[config.mk]
export PLATFORM = sky130hd
export DESIGN_NAME = ce_write_guard
export DESIGN_NICKNAME = d
export VERILOG_FILES = /design/src/rtl/ceg_pkg.sv /design/src/rtl/ceg_grace_timer.sv /design/src/rtl/ceg_gate_ctrl.sv /design/src/rtl/ceg_pass.sv /design/src/rtl/ce_write_guard.sv
export SDC_FILE = /design/constraint.sdc
export NUM_CORES = 1
export LEC_CHECK = 0
export CAP_MARGIN = 20
export CORE_AREA = 10 10 47 49
export CTS_BUF_LIST = sky130_fd_sc_hd__clkbuf_4 sky130_fd_sc_hd__clkbuf_8 sky130_fd_sc_hd__clkbuf_16
export CTS_CLUSTER_SIZE = 20
export DETAILED_ROUTE_END_ITERATION = 10
export DIE_AREA = 0 0 57 59
export DONT_BUFFER_PORTS = 1
export HOLD_SLACK_MARGIN = 0.02
export PLACE_DENSITY = 0.71
export SETUP_SLACK_MARGIN = 0.15
export SLEW_MARGIN = 40
export SYNTH_ARGS = -nofsm -noshare
export SYNTH_HDL_FRONTEND = slang
export SYNTH_SLANG_ARGS = --single-unit
[constraint.sdc]
create_clock -name clk -period 1.67 [get_ports clk]
set_input_delay 0.334 -clock clk [delete_from_list [all_inputs] [get_ports clk]]
set_output_delay 0.334 -clock clk [all_outputs]
set_load 0.02 [all_outputs]
[src/rtl/ceg_pkg.sv]
`timescale 1ns/1ps
package ceg_pkg;

    typedef enum logic [1:0] {
        GS_OPEN  = 2'd0,
        GS_GRACE = 2'd1,
        GS_SHUT  = 2'd2
    } gate_state_e;

    typedef struct packed {
        logic start;
        logic run;
    } timer_ctl_t;

    function automatic int unsigned tick_width(input int unsigned ticks);
        return (ticks <= 2) ? 1 : $clog2(ticks);
    endfunction

endpackage

[src/rtl/ceg_grace_timer.sv]
`timescale 1ns/1ps
module ceg_grace_timer
    import ceg_pkg::*;
#(
    parameter int unsigned GRACE_TICKS = 1250
) (
    input  logic       clk,
    input  logic       rst,
    input  timer_ctl_t ctl,
    output logic       expired
);
    localparam int unsigned CW = tick_width(GRACE_TICKS);
    localparam logic [CW-1:0] LAST = CW'(GRACE_TICKS - 1);

    logic [CW-1:0] cnt;

    assign expired = (cnt == LAST);

    always_ff @(posedge clk) begin
        if (rst || ctl.start) begin
            cnt <= '0;
        end else if (ctl.run && !expired) begin
            cnt <= cnt + 1'b1;
        end
    end

    assert_count_bounded_R5: assert property (@(posedge clk) disable iff (rst)
        cnt <= LAST);

endmodule

[src/rtl/ceg_gate_ctrl.sv]
`timescale 1ns/1ps
module ceg_gate_ctrl
    import ceg_pkg::*;
(
    input  logic        clk,
    input  logic        rst,
    input  logic        sup_rst_n,
    input  logic        ce_in_n,
    input  logic        expired,
    output timer_ctl_t  tctl,
    output logic        open_q
);
    gate_state_e state, state_nx;

    always_comb begin
        state_nx   = state;
        tctl.start = 1'b0;
        tctl.run   = 1'b0;
        unique case (state)
            GS_OPEN: begin
                if (!sup_rst_n) begin
                    if (ce_in_n) begin
                        state_nx = GS_SHUT;
                    end else begin
                        state_nx   = GS_GRACE;
                        tctl.start = 1'b1;
                    end
                end
            end
            GS_GRACE: begin
                tctl.run = 1'b1;
                if (sup_rst_n) begin
                    state_nx = GS_OPEN;
                end else if (ce_in_n || expired) begin
                    state_nx = GS_SHUT;
                end
            end
            GS_SHUT: begin
                if (sup_rst_n && ce_in_n) begin
                    state_nx = GS_OPEN;
                end
            end
            default: state_nx = GS_SHUT;
        endcase
    end

    always_ff @(posedge clk) begin
        if (rst) begin
            state <= GS_SHUT;
        end else begin
            state <= state_nx;
        end
    end

    assign open_q = (state != GS_SHUT);

    assert_idle_close_R3: assert property (@(posedge clk) disable iff (rst)
        (state == GS_OPEN && !sup_rst_n && ce_in_n) |=> (state == GS_SHUT));

    assert_write_done_close_R4: assert property (@(posedge clk) disable iff (rst)
        (state == GS_GRACE && !sup_rst_n && ce_in_n) |=> (state == GS_SHUT));

    assert_timeout_close_R5: assert property (@(posedge clk) disable iff (rst)
        (state == GS_GRACE && !sup_rst_n && expired) |=> (state == GS_SHUT));

    assert_hold_shut_R6: assert property (@(posedge clk) disable iff (rst)
        (state == GS_SHUT && !sup_rst_n) |=> (state == GS_SHUT));

    assert_no_partial_pulse_R7: assert property (@(posedge clk) disable iff (rst)
        (state == GS_SHUT && !ce_in_n) |=> (state == GS_SHUT));

endmodule

[src/rtl/ceg_pass.sv]
`timescale 1ns/1ps
module ceg_pass (
    input  logic open_q,
    input  logic ce_in_n,
    output logic ce_out_n
);
    always_comb begin
        ce_out_n = open_q ? ce_in_n : 1'b1;
    end
endmodule

[src/rtl/ce_write_guard.sv]
`timescale 1ns/1ps
module ce_write_guard
    import ceg_pkg::*;
#(
    parameter int unsigned GRACE_TICKS = 1250
) (
    input  logic clk,
    input  logic rst,
    input  logic sup_rst_n,
    input  logic ce_in_n,
    output logic ce_out_n,
    output logic gate_open
);
    timer_ctl_t tctl;
    logic       expired;
    logic       open_q;

    ceg_grace_timer #(.GRACE_TICKS(GRACE_TICKS)) u_timer (
        .clk     (clk),
        .rst     (rst),
        .ctl     (tctl),
        .expired (expired)
    );

    ceg_gate_ctrl u_ctrl (
        .clk       (clk),
        .rst       (rst),
        .sup_rst_n (sup_rst_n),
        .ce_in_n   (ce_in_n),
        .expired   (expired),
        .tctl      (tctl),
        .open_q    (open_q)
    );

    ceg_pass u_pass (
        .open_q   (open_q),
        .ce_in_n  (ce_in_n),
        .ce_out_n (ce_out_n)
    );

    assign gate_open = open_q;

    assert_closed_inactive_R2: assert property (@(posedge clk) disable iff (rst)
        !gate_open |-> ce_out_n);

    assert_init_closed_R8: assert property (@(posedge clk)
        rst |=> !gate_open);

endmodule

# Word level (Yosys, flattened, before mapping)
# Cells that the tools add are included.
# W data, S select, Z words.
[classes]
addsub = 1
mul = 0
div = 0
magnitude_cmp = 0
eq_ne = 7
n_shift = 0
mux = 11
n_bitwise = 0
n_reduce_logical = 7
[ops]
columns = ["operator", "count"]
rows = [
  ["$add A11 B1 Y11 const B", 1],
  ["$eq A11 B11 Y1 const B", 1],
  ["$mux W2", 5],
  ["$pmux W2 S3", 1],
  ["$mux W1", 5],
  ["$ne A2 B2 Y1 const B", 2],
  ["$ne A3 B2 Y1 const B", 1],
  ["$reduce_and A3 Y1", 1],
  ["$eq A2 B1 Y1 const B", 1],
  ["$eq A2 B2 Y1 const B", 1],
  ["$logic_and A1 B1 Y1", 2],
  ["$logic_not A2 Y1", 1],
  ["$logic_or A1 B1 Y1", 2],
  ["$ne A2 B1 Y1 const B", 1],
  ["$logic_not A1 Y1", 1],
]
[word_totals]
register_bits = 13
latchBits = 0
mem_bits_rw = 0
mem_bits_ro = 0
input_bits = 4
output_inout_bits = 2
memories = 0

# Longest topological paths before layout
# Gate-level depths: netlist (run 1).
[depth]
ltp_word = 5
mapped_depth = 5
mapped_depth_nobuf = 5

# Cells and area by module
# From an unflattened synthesis (run 1), not the netlist that was laid out.
[hier_totals]
hier_cells = 86
hier_area_um2 = 759.5
[by_module_without_submodules]
columns = ["mod", "instances", "cells_each", "area_each_um2", "seq_area_each_um2"]
rows = [
  ["ceg_grace_timer", 1, 73, 646.9, 220.2],
  ["ceg_gate_ctrl", 1, 12, 106.4, 40.0],
  ["ceg_pass", 1, 1, 6.3, 0.0],
]

# Worst setup path after synthesis (run 1)
# No wires, ideal clock.
[synth_path]
path_kind = "register -> register"
start = "register u_timer.cnt[3]"
end = "register u_timer.cnt[10]"
setup_time_ns = 0.066
arrival_ns = 1.317
required_ns = 1.604
slack_ns = 0.287
path_stages_with_launch = 5
cell_sequence = "dfxtp_1 -> nand4b_2 -> buf_6 -> or4_4 -> a21oi_2"
[synth_between]
elab_chain_len = 3
word_cells_on_any_way = 4
cone_classes = "1 x add/sub; 1 x eq/ne; 2 x reduce/logical"
[synth_lines]
columns = ["item", "line", "text"]
rows = [
  ["start: declaration", "ceg_grace_timer.sv:15", "logic [CW-1:0] cnt;"],
  ["start signal: assignment", "ceg_grace_timer.sv:23", "cnt <= cnt + 1'b1;"],
  ["branches (longest 3 deep; another with $add A11 B1 Y11)", "-", ""],
]
# Several ways; the timed one is not identified.
# A chain may end at the register's enable or synchronous reset.

# Worst setup path in the final report (run 1)
[layout_path]
start = "register u_ctrl.state[0]"
end = "output port ce_out_n"
[layout_between]
elab_chain_len = 2
[layout_lines]
columns = ["item", "line", "text"]
rows = [
  ["start: declaration", "ceg_gate_ctrl.sv:13", "gate_state_e state, state_nx;"],
  ["start signal: assignment", "ceg_gate_ctrl.sv:51", "state <= state_nx;"],
  ["$ne A2 B2 Y1", "ceg_gate_ctrl.sv:55", "assign open_q = (state != GS_SHUT);"],
  ["via gate_open", "ce_write_guard.sv:12", "output logic gate_open"],
  ["$mux W1", "ceg_pass.sv:8", "ce_out_n = open_q ? ce_in_n : 1'b1;"],
  ["end: declaration", "ce_write_guard.sv:11", "output logic ce_out_n,"],
]
# The timed path passes the listed nets, and every way through them passes these cells.

==> results of run 1 <==
registers in the layout, indices dropped and copies added, names as in the netlist:
name,cells
u_ctrl.state,2
u_timer.cnt,11
routing by layer:
layer	up-vias	global-route usage (%)	wire, µm
met5	-	0	0
met3	5	3.86	78
met1	286	10.1	642
li1	315	-	-
met2	11	14.4	733
met4	0	7.05	42
power breakdown:
group          switching, mW  internal (mW)
clock network          0.108          0.109
logic                 0.0155        0.00959
registers            0.00382          0.312
stage by stage:
step / area, µm² / setup slack, ns
final: 788 / 0.211
after global routing: 788 / 0.153
after CTS: 773 / 0.154
after detailed placement: 733 / 0.161
after global placement: 733 / 0.182
after floorplan: 736 / 0.287
cell type report:
| cell class | instances | area, µm² | share of cell area, % |
|---|---|---|---|
| timing repair buffer | 1 | 7.51 | 0.952 |
| tap | 16 | 20.0 | 2.54 |
| inverter | 6 | 22.5 | 2.86 |
| multi-input combinational | 58 | 443 | 56.2 |
| sequential | 13 | 265 | 33.7 |
| clock buffer | 4 | 30.0 | 3.81 |
critical path, delay by kind of cell (launching register included):
family,cells,cell delay (ns)
buf+inv,1,0.07
simple gates,2,0.36
flops,1,0.41
placed cells by master (no fill, tap or decap), types with 4 or more instances in the layout:
| master | count |
|---|---|
| or4_1 | 5 |
| clkbuf_4 | 4 |
| a21oi_1 | 9 |
| o31ai_1 | 4 |
| nand2_1 | 4 |
| o21ai_0 | 5 |
| dfxtp_2 | 4 |
| inv_1 | 6 |
| dfxtp_1 | 9 |
final timing paths:
kind / slack, ns / cells past startpoint / endpoint / from
worst max-delay path: 0.21 / 3 / ce_out_n / u_ctrl.state[0]$_SDFFE_PP0P_
worst min register to register: 0.51 / 2 / u_timer.cnt[10]$_SDFFE_PP0P_ / u_timer.cnt[10]$_SDFFE_PP0P_
worst min-delay path: 0.19 / 2 / u_ctrl.state[1]$_SDFFE_PP1P_ / rst
worst max register to register: 0.26 / 4 / u_timer.cnt[8]$_SDFFE_PP0P_ / u_timer.cnt[0]$_SDFFE_PP0P_
timing repair:
item	in CTS	in global routing
hold buffers	0	0
buffers inserted	0	0
resized for setup	2	6
endpoints found under the setup margin	3	5
kinds of logic after synthesis:
logic type / count (synthesis) / synth area share, %
flip-flops: 13 / 35.4
multiplexers: 1 / 1.36
buffers and inverters: 9 / 7.14
AO/OA/AOI/OAI: 26 / 22.8
adder cells (fa/ha/maj): 2 / 3.40
AND/OR/NAND/NOR: 29 / 29.9
==> results.json, run 1 <==
{
  "outcome": "completed",
  "cp_max_fo": 7,
  "tightest_slew_ns": 0.329,
  "avgRoutedWirePerCell_um": 15.3,
  "clock-sinks": 13,
  "post-route-util_pct": 56.3,
  "end_kind": "output pin",
  "yosysSeqAreaShare_pct": 35.4,
  "fmax_mhz": 685,
  "drc_errors": 0,
  "tns_ns": 0,
  "cts_buffers": 3,
  "slew_violations": 0,
  "yosys-top-cells-count": "dfxtp_1, a21oi_1, inv_1",
  "gp_congestion": 0.742,
  "grt_use_total_pct": 9.37,
  "critPathSlowestCell": "dfxtp_2",
  "root_buffer": "clkbuf_4",
  "relSlewSlack_pct": 78.0,
  "hold_viol_final": 0,
  "die_w_um": 57,
  "clk_path_buf_depth": 2,
  "synth-edff-count": 0,
  "drive_gt1_share_pct": 28.0,
  "post_synth_instance_area_um2": 736,
  "yosysTopAreaCell": "dfxtp_1",
  "drtAntennaViolNets": 0,
  "grt_pass1_vias": 561,
  "fillers": 149,
  "drt_wl_total_mm": 1.50,
  "required_ns": 1.34,
  "powerDensity_nw_per_um2": 709,
  "clk_pin_slew_ns": 0.08,
  "synthesis.nets": 86,
  "core-area_um2": 1400,
  "p_total_mw": 0.558,
  "yosysUniqueCellTypes": 32,
  "synth_top_area_share_pct": 35.4,
  "vias": 617,
  "setup_viol": 0,
  "drt_iter0_markers": 7,
  "critPathKind": "register to output pin",
  "viasPerCell": 6.30,
  "grt_max_degree": 13,
  "htreeDepth": 1,
  "rsz0062_at_grt": "no",
  "finClkSkew_ns": 0.000503,
  "numPortBuffers": 0,
  "yosys-top-cells-area": "dfxtp_1, a21oi_1, or4_1, o31ai_1, ha_1",
  "finalCritPeriodShare_pct": 87.4,
  "synth_ff_type": "dfxtp_1",
  "placed_cells": 94,
  "synth-seq-cells": 13,
  "syn2layout_area_growth_pct": 7.14,
  "p_leak_nw": 0.271,
  "dieArea_um2": 3360,
  "path_cells": "inv_1, nand2_1, nand2_2",
  "grt_overflow": 0,
  "period_needed_ns": 1.46,
  "cts_tree": "built",
  "synthArstFlopShare_pct": 0,
  "grt_pass1_wl_mm": 2.46,
  "vdd_drop_max_mv": 0.474,
  "dp_hpwl_mm": 1.10,
  "clk_latency_ns": 0.28,
  "max_stage_delay_ns": 0.41,
  "dieHeight_um": 59,
  "floorplan.rows": 14,
  "dr.pass1.iters": 4,
  "avgSynthCellArea_um2": 9.20,
  "hp-class": "primary input to register",
  "synth_warnings": 0,
  "syn_inst": 80,
  "startpoint_type": "register",
  "diodes": 0,
  "fin_cells": 98,
  "antenna_found_initial": 0,
  "io_pins": 6,
  "crit_arrival_ns": 1.12,
  "nets": 89,
  "initial_core_util_pct": 52.5,
  "hold_ws_ns": 0.188,
  "synth.most_common_cell": "dfxtp_1",
  "cap_violations": 0
}
(Power assumes the default switching activity.)
==> inputs of run 2 (changes only) <==
--- a/config.mk
+++ b/config.mk
@@ -13,9 +13,10 @@
 export DIE_AREA = 0 0 57 59
 export DONT_BUFFER_PORTS = 1
 export HOLD_SLACK_MARGIN = 0.02
-export PLACE_DENSITY = 0.71
+export PLACE_DENSITY = 0.73
 export SETUP_SLACK_MARGIN = 0.15
 export SLEW_MARGIN = 40
 export SYNTH_ARGS = -nofsm -noshare
 export SYNTH_HDL_FRONTEND = slang
+export SYNTH_HIERARCHICAL = 1
 export SYNTH_SLANG_ARGS = --single-unit
==> run 2 against run 1 <==
Net effect: cell area rose by 27%; via count grew 19%; flip-flop and latch count stayed put; fmax decreased by 4.3%; critical path type is now register to register; critical endpoint is now u_timer/cnt[0]$_SDFFE_PP0P_; largest power group unchanged.
==> results.json, run 2 <==
{
  "most-common-layout-cells": "buf_4, dfxtp_1",
  "regToRegStartpoint": "u_ctrl/state[0]$_SDFFE_PP0P_",
  "grt_overflow": 0,
  "worstReg2RegEnd": "u_timer/cnt[0]$_SDFFE_PP0P_",
  "drt_wl_total_mm": 1.85,
  "grt_pass1_vias": 710,
  "max_stage_delay_ns": 0.40,
  "p_total_mw": 0.573,
  "layout_commonest_cell": "buf_4",
  "critPathKind": "register to register",
  "finalCritPeriodShare_pct": 91.3,
  "finClkSkew_ns": 0.00727,
  "path_cells": "nor4_4, or4b_4, a21oi_1, or3b_1",
  "grt_pass1_wl_mm": 3.03,
  "synthesis.nets": 92,
  "required_ns": 1.84,
  "holdPathStages": 1,
  "cts_buffers": 3,
  "tightest_slew_ns": 0.364,
  "synth_top_area_share_pct": 34.3,
  "regMostFlops": "u_timer/cnt",
  "largest_reg_flops": 11,
  "yosysSeqAreaShare_pct": 34.3,
  "post_synth_instance_area_um2": 759,
  "core-area_um2": 1400,
  "diodes": 0,
  "die_w_um": 57,
  "clockPowerShare_pct": 38.4,
  "reg2reg_slack_ns": 0.15,
  "drive_gt1_share_pct": 37.3,
  "root_buffer": "clkbuf_4",
  "drtAntennaViolNets": 0,
  "gp_congestion": 0.811,
  "floorplan.rows": 14,
  "critPathBufInv": 0,
  "synth_warnings": 6,
  "outcome": "completed",
  "io_pins": 6,
  "p_leak_nw": 0.394,
  "pwr-share-comb_pct": 6.3,
  "dr.pass1.iters": 4,
  "multi_input_area_um2": 574,
  "whs_endpoint": "u_ctrl/state[0]$_SDFFE_PP0P_",
  "grt_max_degree": 11,
  "clk_path_buf_depth": 2,
  "avgRoutedWirePerCell_um": 15.7,
  "dieArea_um2": 3360,
  "startpoint_type": "register",
  "end_kind": "register",
  "yosys-top-cells-area": "dfxtp_1, a21oi_1, nand4_1, o31ai_1, or4_1",
  "setup_viol": 0,
  "final_area_um2": 1000,
  "drt_iter0_markers": 18,
  "clock-sinks": 13,
  "swShare_pct": 23.7,
  "switching_power_mw": 0.136,
  "clk_pin_slew_ns": 0.09,
  "reg_top3": "u_timer/cnt: 11 flops, u_ctrl/state: 2 flops",
  "powerDensity_nw_per_um2": 572,
  "dp_hpwl_mm": 1.30,
  "clk_latency_ns": 0.28,
  "cp_max_fo": 6,
  "viasPerCell": 6.24,
  "synth-seq-cells": 13,
  "synth.most_common_cell": "dfxtp_1",
  "nets": 109,
  "seqPwrFrac_pct": 55.3,
  "yosysUniqueCellTypes": 34,
  "fillers": 110,
  "fmax_mhz": 656,
  "initial_core_util_pct": 54.2,
  "antenna_found_initial": 0,
  "grt_use_total_pct": 11.0,
  "critPathSlowestCell": "nor4_4",
  "rsz0062_at_grt": "yes",
  "avgSynthCellArea_um2": 8.83,
  "slew_violations": 0,
  "synth-edff-count": 0,
  "syn_inst": 86,
  "dieHeight_um": 59,
  "vias": 736,
  "numPortBuffers": 0,
  "seqCellArea_um2": 268,
  "cp_top_family": "simple AND/OR/NAND/NOR gates",
  "min_from": "sup_rst_n",
  "hold_ws_ns": 0.0985,
  "r2r_cells": 4,
  "cts_tree": "built",
  "syn2layout_area_growth_pct": 31.8,
  "synthArstFlopShare_pct": 0,
  "internal-power_mw": 0.437,
  "yosysTopAreaCell": "dfxtp_1",
  "vdd_drop_max_mv": 0.412,
  "tns_ns": 0,
  "period_needed_ns": 1.52,
  "cap_violations": 0,
  "placed_cell_area_um2": 858,
  "crit_arrival_ns": 1.69,
  "relSlewSlack_pct": 75.5,
  "htreeDepth": 1,
  "hold_buffers": 0,
  "hold_viol_final": 0,
  "drc_errors": 0,
  "yosys-top-cells-count": "dfxtp_1, a21oi_1, inv_1, nand2_1, nand4_1",
  "synth_ff_type": "dfxtp_1",
  "hp-class": "primary input to register"
}
-- run 2: cell types whose count changed after synthesis, sizes merged, moves of 3 or more --
cell / change
nand4: +4
buf: -3
nor2: +3
o21ai: -4
nor3: +3
-- run 2: how the worst max path moves through the flow --
stage | cells past startpoint | from | endpoint | slack [ns]
2_1_floorplan | 5 | ce_in_n | u_timer/cnt[0]$_SDFFE_PP0P_ | 0.16
3_3_place_gp | 4 | u_ctrl/state[0]$_SDFFE_PP0P_ | u_timer/cnt[9]$_SDFFE_PP0P_ | 0.18
3_5_place_dp | 6 | u_timer/cnt[1]$_SDFFE_PP0P_ | u_ctrl/state[0]$_SDFFE_PP0P_ | 0.12
4_1_cts | 6 | u_timer/cnt[1]$_SDFFE_PP0P_ | u_ctrl/state[0]$_SDFFE_PP0P_ | 0.15
5_1_grt | 4 | u_ctrl/state[0]$_SDFFE_PP0P_ | u_timer/cnt[0]$_SDFFE_PP0P_ | 0.08
6_report | 4 | u_ctrl/state[0]$_SDFFE_PP0P_ | u_timer/cnt[0]$_SDFFE_PP0P_ | 0.15
-- run 2: kinds of logic (layout without fill, tap and decap cells) --
kind of cell / Yosys count / in the layout / synth area share (%)
adders and majority gates: 2 / 2 / 3.29
AOI/OAI and AO/OA: 17 / 17 / 14.5
xor gates and xnor gates: 2 / 2 / 2.31
muxes: 2 / 2 / 2.64
DFF: 13 / 13 / 34.3
buffers and inverters: 6 / 21 / 2.97
and+or+nand+nor: 44 / 45 / 40.0
-- run 2: layout make-up --
type | instances | area share, %
Timing Repair Buffer | 12 | 9.00
Inverter | 5 | 1.88
Sequential cell | 13 | 26.8
Clock buffer | 4 | 3.00
Tap cell | 16 | 2.00
Multi-Input combinational cell | 68 | 57.4
-- run 2: metal layers --
metal | GRT usage [%] | wire [µm] | vias up
met4 | 5.03 | 23 | 0
met1 | 11.6 | 780 | 350
li1 | - | - | 368
met5 | 0 | 0 | -
met2 | 18.6 | 956 | 12
met3 | 4.72 | 86 | 6
-- run 2: power groups by stage --
stage	Combinational (mW)	Clock [mW]	Sequential, mW
after floorplan	0.0232	0	0.324
after global placement	0.0318	0	0.325
after detailed placement	0.0327	0	0.325
after CTS	0.0336	0.226	0.317
after global routing	0.0394	0.232	0.317
final	0.0359	0.220	0.317
-- run 2: through the flow --
step           worst slack (ns)  cells  utilization (%)
2_1_floorplan             0.163     86                -
3_3_place_gp              0.175    108             61.3
3_5_place_dp              0.115    108             61.3
4_1_cts                   0.150    113             65.7
5_1_grt                  0.0770    118             71.4
6_report                  0.146    118             71.4
-- run 2: what timing repair did --
action / 4_1_cts / 5_1_grt
pin swaps: 3 / 4
setup buffers: 1 / 4
endpoints found under the setup margin: 6 / 8
gates cloned: 0 / 1
resized for setup: 5 / 9
-- run 2: worst reg2reg max path, delay by kind of cell (launching register included) --
family | cells | cell delay (ns)
flip-flops | 1 | 0.37
AND/OR/NAND/NOR | 3 | 1.00
AO/OA/AOI/OAI | 1 | 0.04
